--- config.mk ---
export PLATFORM = sky130hd
export DESIGN_NAME = baud_tick_gen
export DESIGN_NICKNAME = d
export VERILOG_FILES = /design/src/rtl/baud_tick_pkg.sv /design/src/rtl/baud_div_regs.sv /design/src/rtl/baud_counter.sv /design/src/rtl/baud_tick_gen.sv
export SDC_FILE = /design/constraint.sdc
export NUM_CORES = 1
export LEC_CHECK = 0
export ABC_CLOCK_PERIOD_IN_PS = 1800
export BUFFER_PORTS_ARGS = -buffer_cell sky130_fd_sc_hd__buf_2
export CAP_MARGIN = 10
export CORE_MARGIN = 1.5
export CORE_UTILIZATION = 53
export DETAILED_ROUTE_END_ITERATION = 10
export PLACE_DENSITY = 0.82
export SYNTH_ARGS = -nofsm -noshare
export SYNTH_HDL_FRONTEND = slang
export SYNTH_HIERARCHICAL = 1
export SYNTH_SLANG_ARGS = --single-unit
export TNS_END_PERCENT = 1
--- constraint.sdc ---
create_clock -name clk_i -period 1.8 [get_ports clk_i]
set_clock_uncertainty 0.15 [all_clocks]
set_input_delay 0.18 -clock clk_i [delete_from_list [all_inputs] [get_ports clk_i]]
set_output_delay 0.18 -clock clk_i [all_outputs]
set_load 0.01 [all_outputs]
--- src/rtl/baud_tick_pkg.sv ---
package baud_tick_pkg;
  localparam int unsigned DIV_W = 16;
  localparam logic [2:0] ADDR_DIV_LO = 3'd0;
  localparam logic [2:0] ADDR_DIV_HI = 3'd1;
  localparam logic [7:0] RST_DIV_LO  = 8'd11;
  localparam logic [7:0] RST_DIV_HI  = 8'd0;

  typedef struct packed {
    logic [7:0] hi;
    logic [7:0] lo;
  } divisor_t;
endpackage

--- src/rtl/baud_div_regs.sv ---
module baud_div_regs
  import baud_tick_pkg::*;
(
  input  logic       clk_i,
  input  logic       rst_ni,
  input  logic       wr_ni,
  input  logic [2:0] addr_i,
  input  logic [7:0] data_i,
  input  logic       div_access_i,
  output divisor_t   div_o,
  output logic       restart_o
);
  logic wr_lo, wr_hi;

  assign wr_lo     = !wr_ni && div_access_i && (addr_i == ADDR_DIV_LO);
  assign wr_hi     = !wr_ni && div_access_i && (addr_i == ADDR_DIV_HI);
  assign restart_o = wr_lo || wr_hi;

  always_ff @(posedge clk_i or negedge rst_ni) begin
    if (!rst_ni) begin
      div_o.lo <= RST_DIV_LO;
      div_o.hi <= RST_DIV_HI;
    end else begin
      if (wr_lo) div_o.lo <= data_i;
      if (wr_hi) div_o.hi <= data_i;
    end
  end
endmodule

--- src/rtl/baud_counter.sv ---
module baud_counter #(
  parameter int unsigned CNT_W = 20
) (
  input  logic             clk_i,
  input  logic             rst_ni,
  input  logic [CNT_W-1:0] thr_i,
  input  logic             restart_i,
  output logic [CNT_W-1:0] cnt_o,
  output logic             tick_o
);
  logic match;

  assign match = (cnt_o == thr_i);

  // start and reload at 1 so the registered tick keeps an exact thr_i period
  always_ff @(posedge clk_i or negedge rst_ni) begin
    if (!rst_ni) begin
      cnt_o  <= CNT_W'(1);
      tick_o <= 1'b0;
    end else if (restart_i) begin
      cnt_o  <= '0;
      tick_o <= 1'b0;
    end else begin
      tick_o <= match;
      cnt_o  <= match ? CNT_W'(1) : cnt_o + CNT_W'(1);
    end
  end
endmodule

--- src/rtl/baud_tick_gen.sv ---
module baud_tick_gen
  import baud_tick_pkg::*;
#(
  parameter int unsigned PRESCALE_W = 4
) (
  input  logic       clk_i,
  input  logic       rst_ni,
  input  logic       wr_ni,
  input  logic [2:0] addr_i,
  input  logic [7:0] data_i,
  input  logic       div_access_i,
  output logic       tick_o,
  output logic       baud_clk_no
);
  localparam int unsigned CNT_W = DIV_W + PRESCALE_W;

  divisor_t         div_w;
  logic             restart_w;
  logic [CNT_W-1:0] thr_w;
  logic [CNT_W-1:0] cnt_w;

  baud_div_regs i_regs (
    .clk_i       (clk_i),
    .rst_ni      (rst_ni),
    .wr_ni       (wr_ni),
    .addr_i      (addr_i),
    .data_i      (data_i),
    .div_access_i(div_access_i),
    .div_o       (div_w),
    .restart_o   (restart_w)
  );

  generate
    if (PRESCALE_W == 0) begin : g_noscale
      assign thr_w = div_w;
    end else begin : g_scale
      assign thr_w = {div_w, {PRESCALE_W{1'b0}}};
    end
  endgenerate

  baud_counter #(.CNT_W(CNT_W)) i_cnt (
    .clk_i    (clk_i),
    .rst_ni   (rst_ni),
    .thr_i    (thr_w),
    .restart_i(restart_w),
    .cnt_o    (cnt_w),
    .tick_o   (tick_o)
  );

  assign baud_clk_no = ~tick_o;
endmodule

After elaboration in Yosys (flattened, before gate mapping)
Index checks and enable logic that the tools add are counted.
- register bits: 37
- input port bits: 15
- output and inout port bits: 2
- logic and storage cells: 17
- add/subtract/negate cells: 1
- equal/unequal tests: 2
- muxes and demuxes: 3
- bitwise logic cells: 1
- reductions and logical operators: 6
- operator list (kind ; number):
    2-to-1 mux 20 bit ; 2
    adder 20 x 1 -> 20 bit (second input constant) ; 1
    == test 20 bit ; 1
    == test 3 x 1 -> 1 bit (second input constant) ; 1
    logical AND 1 bit ; 3
    zero test 3 bit ; 1
    zero test 1 bit ; 1
    logical OR 1 bit ; 1
    2-to-1 mux 1 bit ; 1
    NOT 1 bit ; 1

Longest topological paths before layout
Gate-level depths: netlist of run 1.
- depth in word-level cells: 5
- mapped depth: 7

Modules after synthesis
Netlist of run 1, hierarchy kept.
- by module, submodules not included (module ; times used ; cells an instance ; area each (um2) ; sequential area each (um2)):
    baud_counter ; 1 ; 142 ; 1426.4 ; 526.8
    baud_div_regs ; 1 ; 36 ; 633.1 ; 404.1
    baud_tick_gen ; 1 ; 2 ; 7.5 ; 0.0

Worst setup path after synthesis of run 1
Ideal clock, no wire load.
- path kind: register to register
- start: register i_cnt.cnt_o[0]
- end: register i_cnt.cnt_o[17]
- setup time: 111 ps
- arrival time: 1624 ps
- required time: 1539 ps
- setup slack: -85 ps
- stages on the path, launching flop included: 6
- cells stage by stage: dfstp_2 nand4_1 or3_1 buf_2 mux2i_1 a2111oi_2
- cells in the longest elaborated chain, start to end: 3
- elaborated cells on any way between the ends: 4
- those cells by class: add/sub: 1; eq/ne: 1; mux: 2
- ends and longest elaborated chain (element ; RTL line ; text):
    start, declared ; baud_counter.sv:8 ; output logic [CNT_W-1:0] cnt_o,
    start signal, assigned ; baud_counter.sv:25 ; cnt_o <= match ? CNT_W'(1) : cnt_o + CNT_W'(1);
    adder 20 x 1 -> 20 bit or == test 20 bit (tied branches) ; baud_counter.sv:25, baud_counter.sv:13 ;
    2-to-1 mux 20 bit (*) ; baud_counter.sv:25 ;
    2-to-1 mux 20 bit (*) ; baud_counter.sv:20 ; end else if (restart_i) begin
Every way passes the cells marked *; elsewhere a longest branch is shown, timed or not.
A chain may end at the register's enable or synchronous reset.

Worst setup path after layout of run 1
- start: register i_cnt.cnt_o[0]
- end: register i_cnt.cnt_o[18]
The elaborated chain is that of the path after synthesis.

==> metrics.md, run 1 <==
| Metric | Value |
|---|---|
| Non-filler cells, final | `282` |
| Main synth FF type | `dfrtp_1` |
| Cell area after synthesis | `2070 µm²` |
| Final-report hold violation count | `0` |
| Largest cells by area after synthesis | `dfrtp_1 (40%), mux2_2 (8.7%), xnor2_1 (8.5%), xor2_1 (6.4%), dfstp_2 (5.1%)` |
| Tot GR Track Use | `26.6%` |
| Initial antenna violation count | `0` |
| Crit Path Max Fanout | `6` |
| Sequential share of the synthesized area | `45.0%` |
| Ys Warns | `6` |
| Most frequent cells in the layout | `dfrtp_1 (32), buf_4 (28), xnor2_1 (20)` |
| CTS tree | `built` |
| CORE AREA | `3720 µm²` |
| Initial Utilization | `55.6%` |
| Post-Place Cells | `262` |
| Gr ovfl total | `0` |
| Yosys top cell area share | `40.0%` |
| Area grow syn2layout | `29.4%` |
| Worst setup EP type | `register` |
| DR iter-0 viols | `145` |
| Drt drc | `0` |
| Syn Area/Cell | `11.5 µm²` |
| CTS clk-pin slew, worst paths | `0.08 ns` |
| Crit-path cells | `ha_4 -> nand4_4 -> buf_6 -> o31ai_1 -> o2111ai_1 -> a21oi_1` |
| Final Critical Period | `1.86 ns` |
| Status | `finished with violations` |
| CTS Buffer Depth | `2` |
| Critical path's largest stage delay | `0.59 ns` |
| Register area | `932 µm²` |
| Main combinational cell family by area after synthesis | `XOR/XNOR gates` |
| Worst-Skew Late Latency | `0.30 ns` |
| Adder-cell area share of the yosys netlist | `0.605%` |
| Number of distinct library cells after synthesis | `38` |
| Clock sink count | `37` |
| Hpwl dp | `3300 µm` |
| F_max | `537 MHz` |
| # diodes | `0` |
| Synth Area in Compound Gates | `10.2%` |
| Period utilization | `103%` |
| Critical Path AT | `1.94 ns` |
| Metal2 WL | `2570 µm` |
| Die height | `65.5 µm` |
| EDFF count, synth | `0` |
| HP Class | `input pin to register` |
| Total number of vias | `1,641` |
| Commonest non-fill, non-tap cell in the layout | `dfrtp_1` |
| Met1 WL | `2150 µm` |
| Worst setup margin | `-0.0619 ns` |
| Drt total wl | `5250 µm` |
| Failing checks | `setup timing` |
| Cell Rows | `22` |
| Area of the multi-input gates | `1160 µm²` |
| Met3 routed wirelength | `338 µm` |
| Die X-Extent | `65.5 µm` |
| Layout cell share with drive strength beyond 1 | `42.7%` |
| Crit Path Class | `register to register` |
| Xor/xnor cell area share of the yosys netlist | `14.8%` |
| Static Leak | `1.14 nW` |
| Max VDD drop | `0.739 mV` |
| Largest net degree at the start of global routing | `38` |
| Cell count after synthesis | `180` |
| Total CTS buffers | `5` |
| CTS root buf | `clkbuf_8` |
| # setup viols final | `6` |
| DRT Pass-1 Iters | `4` |
| Fillers | `257` |
| Htree depth | `2` |
| Crit-path slowest cell | `dfstp_2` |
| I/O Pins | `17` |
| Synth Area in Simple Gates | `14.2%` |
| First-pass GRT wire length | `8110 µm` |
| Vias/cell | `5.82` |
| Unrepaired setup endpoints after global routing | `yes` |
| Routed Antenna Nets | `0` |
| Max-slew violations | `0` |
| Asr flop ratio synth | `100%` |
| Vias in the first global route | `1,608` |
| CP Launch Type | `register` |
| Final Cell Area | `2680 µm²` |
| Max_cap viols | `0` |
| GP Congestion | `0.899` |
| Nets@finish | `249` |
| Required @ worst endpoint | `1.88 ns` |
| Yosys top cell by area | `dfrtp_1` |
| Placed cell area | `2340 µm²` |
| Pwr/cell area | `959 nW/µm²` |
| Buf/Inv on CP | `1` |
| Delay-heaviest family, CP | `flip-flops` |
| Highest metal used | `met4` |
| Post-synthesis mux area share | `9.69%` |
| Die footprint | `4280 µm²` |
| FF+latch count, synth | `37` |
| Port-buffer cells | `16` |
| Per-cell routed wire length | `18.6 µm` |
## Yosys cell counts (2+ instances only)
master     count
a2111oi_2      2
a211oi_1      13
a211oi_2       2
a21oi_1        2
and4_1         2
buf_2          4
buf_6          4
clkbuf_1       4
dfrtp_1       33
dfstp_2        4
inv_1          6
mux2_2        16
mux2i_1        2
nand2_1        4
nand3_1        7
nand4_1        8
nor2_1         3
nor3_1         2
nor4_1         8
or3_1          3
xnor2_1       20
xor2_1        15
## worst register-to-register path: cells and delay by family (launching register included)
| family | cells | cell delay, ns |
|---|---|---|
| and+or+nand+nor | 1 | 0.15 |
| buffers and inverters | 1 | 0.18 |
| adders and majority gates | 1 | 0.17 |
| DFF | 1 | 0.59 |
| AOI/OAI and AO/OA | 3 | 0.56 |
## worst paths after layout
kind | startpoint | end | slack, ns | cells past startpoint
max | i_cnt/cnt_o[0]$_DFF_PN1_ | i_cnt/cnt_o[18]$_DFF_PN0_ | -0.06 | 6
max in group asynchronous | rst_ni | i_regs/div_o[0]$_DFFE_PN1P_ | 0.86 | 3
min | addr_i[0] | i_regs/div_o[9]$_DFFE_PN0P_ | 0.24 | 3
max reg2reg | i_cnt/cnt_o[0]$_DFF_PN1_ | i_cnt/cnt_o[18]$_DFF_PN0_ | -0.06 | 6
min reg2reg | i_regs/div_o[6]$_DFFE_PN0P_ | i_regs/div_o[6]$_DFFE_PN0P_ | 0.39 | 1
min in group asynchronous | rst_ni | i_cnt/cnt_o[17]$_DFF_PN0_ | 0.29 | 3
## cell families after synthesis
kind of cell / count (synthesis)
AOI/OAI and AO/OA: 25
xor gates and xnor gates: 35
adders and majority gates: 1
buffers and inverters: 19
DFF: 37
muxes: 18
other: 1
and+or+nand+nor: 44
## what timing repair did
item                                    in CTS  in global routing
endpoints found under the setup margin      12                 21
endpoints found under the hold margin       49                  0
gates resized for setup                      5                 16
gates cloned                                 0                  1
hold buffers                                 9                  0
pin swaps                                    2                 12
buffers inserted                             1                  1
## area by class of cell
class	instances	share of cell area, %
repair buffers	55	15.4
well taps	48	2.25
flip-flops and latches	37	34.8
multi-input cells	128	43.3
clock inverters	3	0.795
inverters	6	0.842
clock buffers	5	2.57
## where the power goes
part           leakage [nW]  switching, mW  internal [mW]
Combinational         0.623          0.378          0.422
Sequential            0.470          0.158           1.01
Clock                0.0445          0.327          0.274
Total                  1.14          0.863           1.70
## per-stage QoR
stage | setup WS [ns] | setup TNS, ns | utilization, % | hold WS, ns | power [mW]
after floorplan | -0.0296 | -0.0956 | - | -0.266 | 1.60
after global placement | 0.00385 | 0 | 63.1 | 0.104 | 1.83
after detailed placement | -0.0783 | -0.257 | 63.1 | 0.0972 | 1.86
after CTS | -0.0304 | -0.0941 | 68.9 | 0.219 | 2.49
after global routing | -0.133 | -0.869 | 72.0 | 0.259 | 2.69
final | -0.0619 | -0.153 | 72.0 | 0.243 | 2.57
## flip-flops by register name (all words and copies together) (netlist names)
signal and cells:
i_regs/div_o 16, i_cnt/tick_o 1, i_cnt/cnt_o 20
## layer usage
metal	track usage [%]	vias to the layer above
li1	-	762
met1	35.2	796
met2	40.3	61
met3	5.82	22
met4	15.1	0
met5	0	-
Note: power is estimated with default switching activity, not from simulation.
==> run 2, diff against run 1 <==
--- a/config.mk
+++ b/config.mk
@@ -11,7 +11,7 @@
 export CORE_MARGIN = 1.5
 export CORE_UTILIZATION = 53
 export DETAILED_ROUTE_END_ITERATION = 10
-export PLACE_DENSITY = 0.82
+export PLACE_DENSITY = 0.79
 export SYNTH_ARGS = -nofsm -noshare
 export SYNTH_HDL_FRONTEND = slang
 export SYNTH_HIERARCHICAL = 1
==> metrics.md, run 2 (synthesized netlist as in run 1, its figures left out) <==
| Metric | Value |
|---|---|
| Status | `finished with violations` |
| Failing checks | `setup timing` |
| Largest regs | `i_cnt/cnt_o: 20 flops, i_regs/div_o: 16 flops, i_cnt/tick_o: 1 flops` |
| Critical Path AT | `1.98 ns (+0.04 ns)` |
| Hpwl dp | `3220 µm (-2.6%)` |
| FF-to-FF path depth | `5 (-1)` |
| Unrepaired setup endpoints after global routing | `yes` |
| Max-slew violations | `0 (unchanged)` |
| DRT Pass-1 Iters | `4 (unchanged)` |
| F_max | `526 MHz (-2.1%)` |
| Total number of vias | `1,718 (+4.7%)` |
| I/O Pins | `17 (unchanged)` |
| CTS tree | `built` |
| Cell Rows | `22 (unchanged)` |
| CP Launch Type | `register` |
| Total CTS buffers | `5 (unchanged)` |
| Reg2reg end | `i_cnt/cnt_o[14]$_DFF_PN0_` |
| Sw Share | `33.1% (-0.51 points)` |
| Final Critical Period | `1.90 ns (+0.0394 ns)` |
| Worst-Skew Late Latency | `0.30 ns (about the same)` |
| Final-report hold violation count | `0 (unchanged)` |
| Reg2reg start | `i_cnt/cnt_o[0]$_DFF_PN1_` |
| Area grow syn2layout | `32.5%` |
| Worst setup EP type | `register` |
| Critical path's largest stage delay | `0.59 ns (about the same)` |
| First-pass GRT wire length | `8080 µm (-0.43%)` |
| # setup viols final | `9 (+3)` |
| # diodes | `0 (unchanged)` |
| Port-buffer cells | `16 (unchanged)` |
| Crit Path Max Fanout | `6 (unchanged)` |
| NetSw | `0.923 mW (+6.9%)` |
| Crit-path cells | `ha_4 -> nand4_4 -> nor4_1 -> xnor2_1 -> a211oi_2` |
| Die footprint | `4280 µm² (unchanged)` |
| Vias/cell | `6.16 (+5.8%)` |
| Max reg flops | `20 (unchanged)` |
| Htree depth | `2 (unchanged)` |
| CTS clk-pin slew, worst paths | `0.08 ns (about the same)` |
| Nets@finish | `246 (-1.2%)` |
| GP Congestion | `0.904 (+0.60%)` |
| Static Leak | `1.11 nW (-2.0%)` |
| Pwr/cell area | `1020 nW/µm² (+6.1%)` |
| Largest net degree at the start of global routing | `38 (unchanged)` |
| Die height | `65.5 µm (unchanged)` |
| Per-cell routed wire length | `20.2 µm (+8.5%)` |
| Register area | `935 µm² (+0.27%)` |
| Min-Delay Startpoint | `addr_i[0]` |
| Clock sink count | `37 (unchanged)` |
| Initial Utilization | `55.6% (unchanged)` |
| Commonest non-fill, non-tap cell in the layout | `dfrtp_1` |
| Initial antenna violation count | `0 (unchanged)` |
| Tot GR Track Use | `25.7% (-0.89 points)` |
| Pint | `1.86 mW (+9.4%)` |
| Logic pwr share | `31.1% (about the same)` |
| Total power | `2.79 mW (+8.6%)` |
| Area of the multi-input gates | `1230 µm² (+5.8%)` |
| Setup slack, reg-to-reg | `-0.10 ns (-0.04 ns)` |
| Drt total wl | `5640 µm (+7.4%)` |
| CTS Buffer Depth | `2 (unchanged)` |
| Max_cap viols | `0 (unchanged)` |
| Most frequent cells in the layout | `dfrtp_1 (30), buf_4 (25), xnor2_1 (17)` |
| Die X-Extent | `65.5 µm (unchanged)` |
| Gr ovfl total | `0 (unchanged)` |
| Max VDD drop | `0.700 mV (-5.2%)` |
| Most flops, register | `i_cnt/cnt_o` |
| Drt drc | `0 (unchanged)` |
| Worst hold path depth | `3 (unchanged)` |
| Clock Power Share | `26.5% (+3.1 points)` |
| Worst setup margin | `-0.101 ns (-0.0394 ns)` |
| Layout cell share with drive strength beyond 1 | `44.6% (+1.9 points)` |
| Vias in the first global route | `1,630 (+1.4%)` |
| Routed Antenna Nets | `0 (unchanged)` |
| WHS Endpoint | `i_regs/div_o[10]$_DFFE_PN0P_` |
| CORE AREA | `3720 µm² (unchanged)` |
| Fillers | `215 (-16%)` |
| DR iter-0 viols | `107 (-26%)` |
| CTS root buf | `clkbuf_8` |
| Crit Path Class | `register to register` |
| Crit-path slowest cell | `dfstp_2` |
| Required @ worst endpoint | `1.88 ns (about the same)` |
| Pre-CTS setup slack | `-0.141 ns (-0.0627 ns)` |
| Period utilization | `106% (+2.2 points)` |
| Flop pwr share | `42.4% (-3.0 points)` |
| HP Class | `input pin to register` |
[run 2: cell count changes in the layout (fill, tap and decap cells not counted), sizes merged]
cell,before,now
buf,46,43
bufinv,0,1
inv,7,6
[run 2: timing repair]
action                                 in CTS  in global routing
gates resized for setup                    11                 20
cloned                                      1                  0
hold buffers                                9                  0
setup endpoints to repair                  20                 21
pin swaps                                   4                 11
endpoints found under the hold margin      49                  0
buffers inserted                            0                  4
[run 2: worst max path at each step]
| stage | start | end | depth (start not counted) |
|---|---|---|---|
| after floorplan | i_cnt/cnt_o[0]$_DFF_PN1_ | i_cnt/cnt_o[18]$_DFF_PN0_ | 5 |
| after global placement | i_cnt/cnt_o[8]$_DFF_PN0_ | i_cnt/cnt_o[15]$_DFF_PN0_ | 5 |
| after detailed placement | i_cnt/cnt_o[7]$_DFF_PN0_ | i_cnt/cnt_o[17]$_DFF_PN0_ | 4 |
| after CTS | i_cnt/cnt_o[0]$_DFF_PN1_ | i_cnt/cnt_o[19]$_DFF_PN0_ | 4 |
| after global routing | i_cnt/cnt_o[0]$_DFF_PN1_ | i_cnt/cnt_o[14]$_DFF_PN0_ | 5 |
| final | i_cnt/cnt_o[0]$_DFF_PN1_ | i_cnt/cnt_o[14]$_DFF_PN0_ | 5 |
[run 2: power by group through the flow]
stage	logic (mW)	clock network (mW)	registers, mW
after detailed placement	0.670	0	1.16
after global placement	0.644	0	1.15
final	0.867	0.737	1.18
after global routing	0.924	0.781	1.20
after floorplan	0.462	0	1.14
after CTS	0.738	0.741	1.16
[run 2: routing by layer]
metal | vias to the layer above | GRT usage [%] | routed length [µm]
met5 | - | 0 | 0
li1 | 751 | - | -
met4 | 0 | 10.7 | 189
met3 | 24 | 5.65 | 327
met2 | 83 | 42.6 | 2860
met1 | 860 | 32.5 | 2260
[run 2: final cells by class]
cell class              instances  share of cell area (%)
clock buffers                   5                    2.51
clock inverters                 3                    1.69
inverters                       6                   0.822
multi-input cells             128                    44.8
flip-flops and latches         37                    34.1
well taps                      48                    2.19
repair buffers                 52                    13.9
[run 2: critical path, delay by kind of cell (launching register included)]
| family | cells | cell delay (ns) |
|---|---|---|
| XOR/XNOR | 1 | 0.14 |
| AND/OR/NAND/NOR | 2 | 0.57 |
| AO/OA/AOI/OAI | 1 | 0.19 |
| adder cells (fa/ha/maj) | 1 | 0.18 |
| flip-flops | 1 | 0.59 |
[run 2: through the flow]
stage          utilization [%]  area (µm²)  cells  hold slack, ns  setup TNS [ns]
5_1_grt                   73.7        2740    279           0.227           -1.44
3_3_place_gp              62.1        2310    257          0.0924           -1.00
4_1_cts                   69.2        2570    275           0.207         -0.0273
3_5_place_dp              62.1        2310    257           0.100           -1.29
6_report                  73.7        2740    279           0.212          -0.334
2_1_floorplan                -        2080    183          -0.266         -0.0956
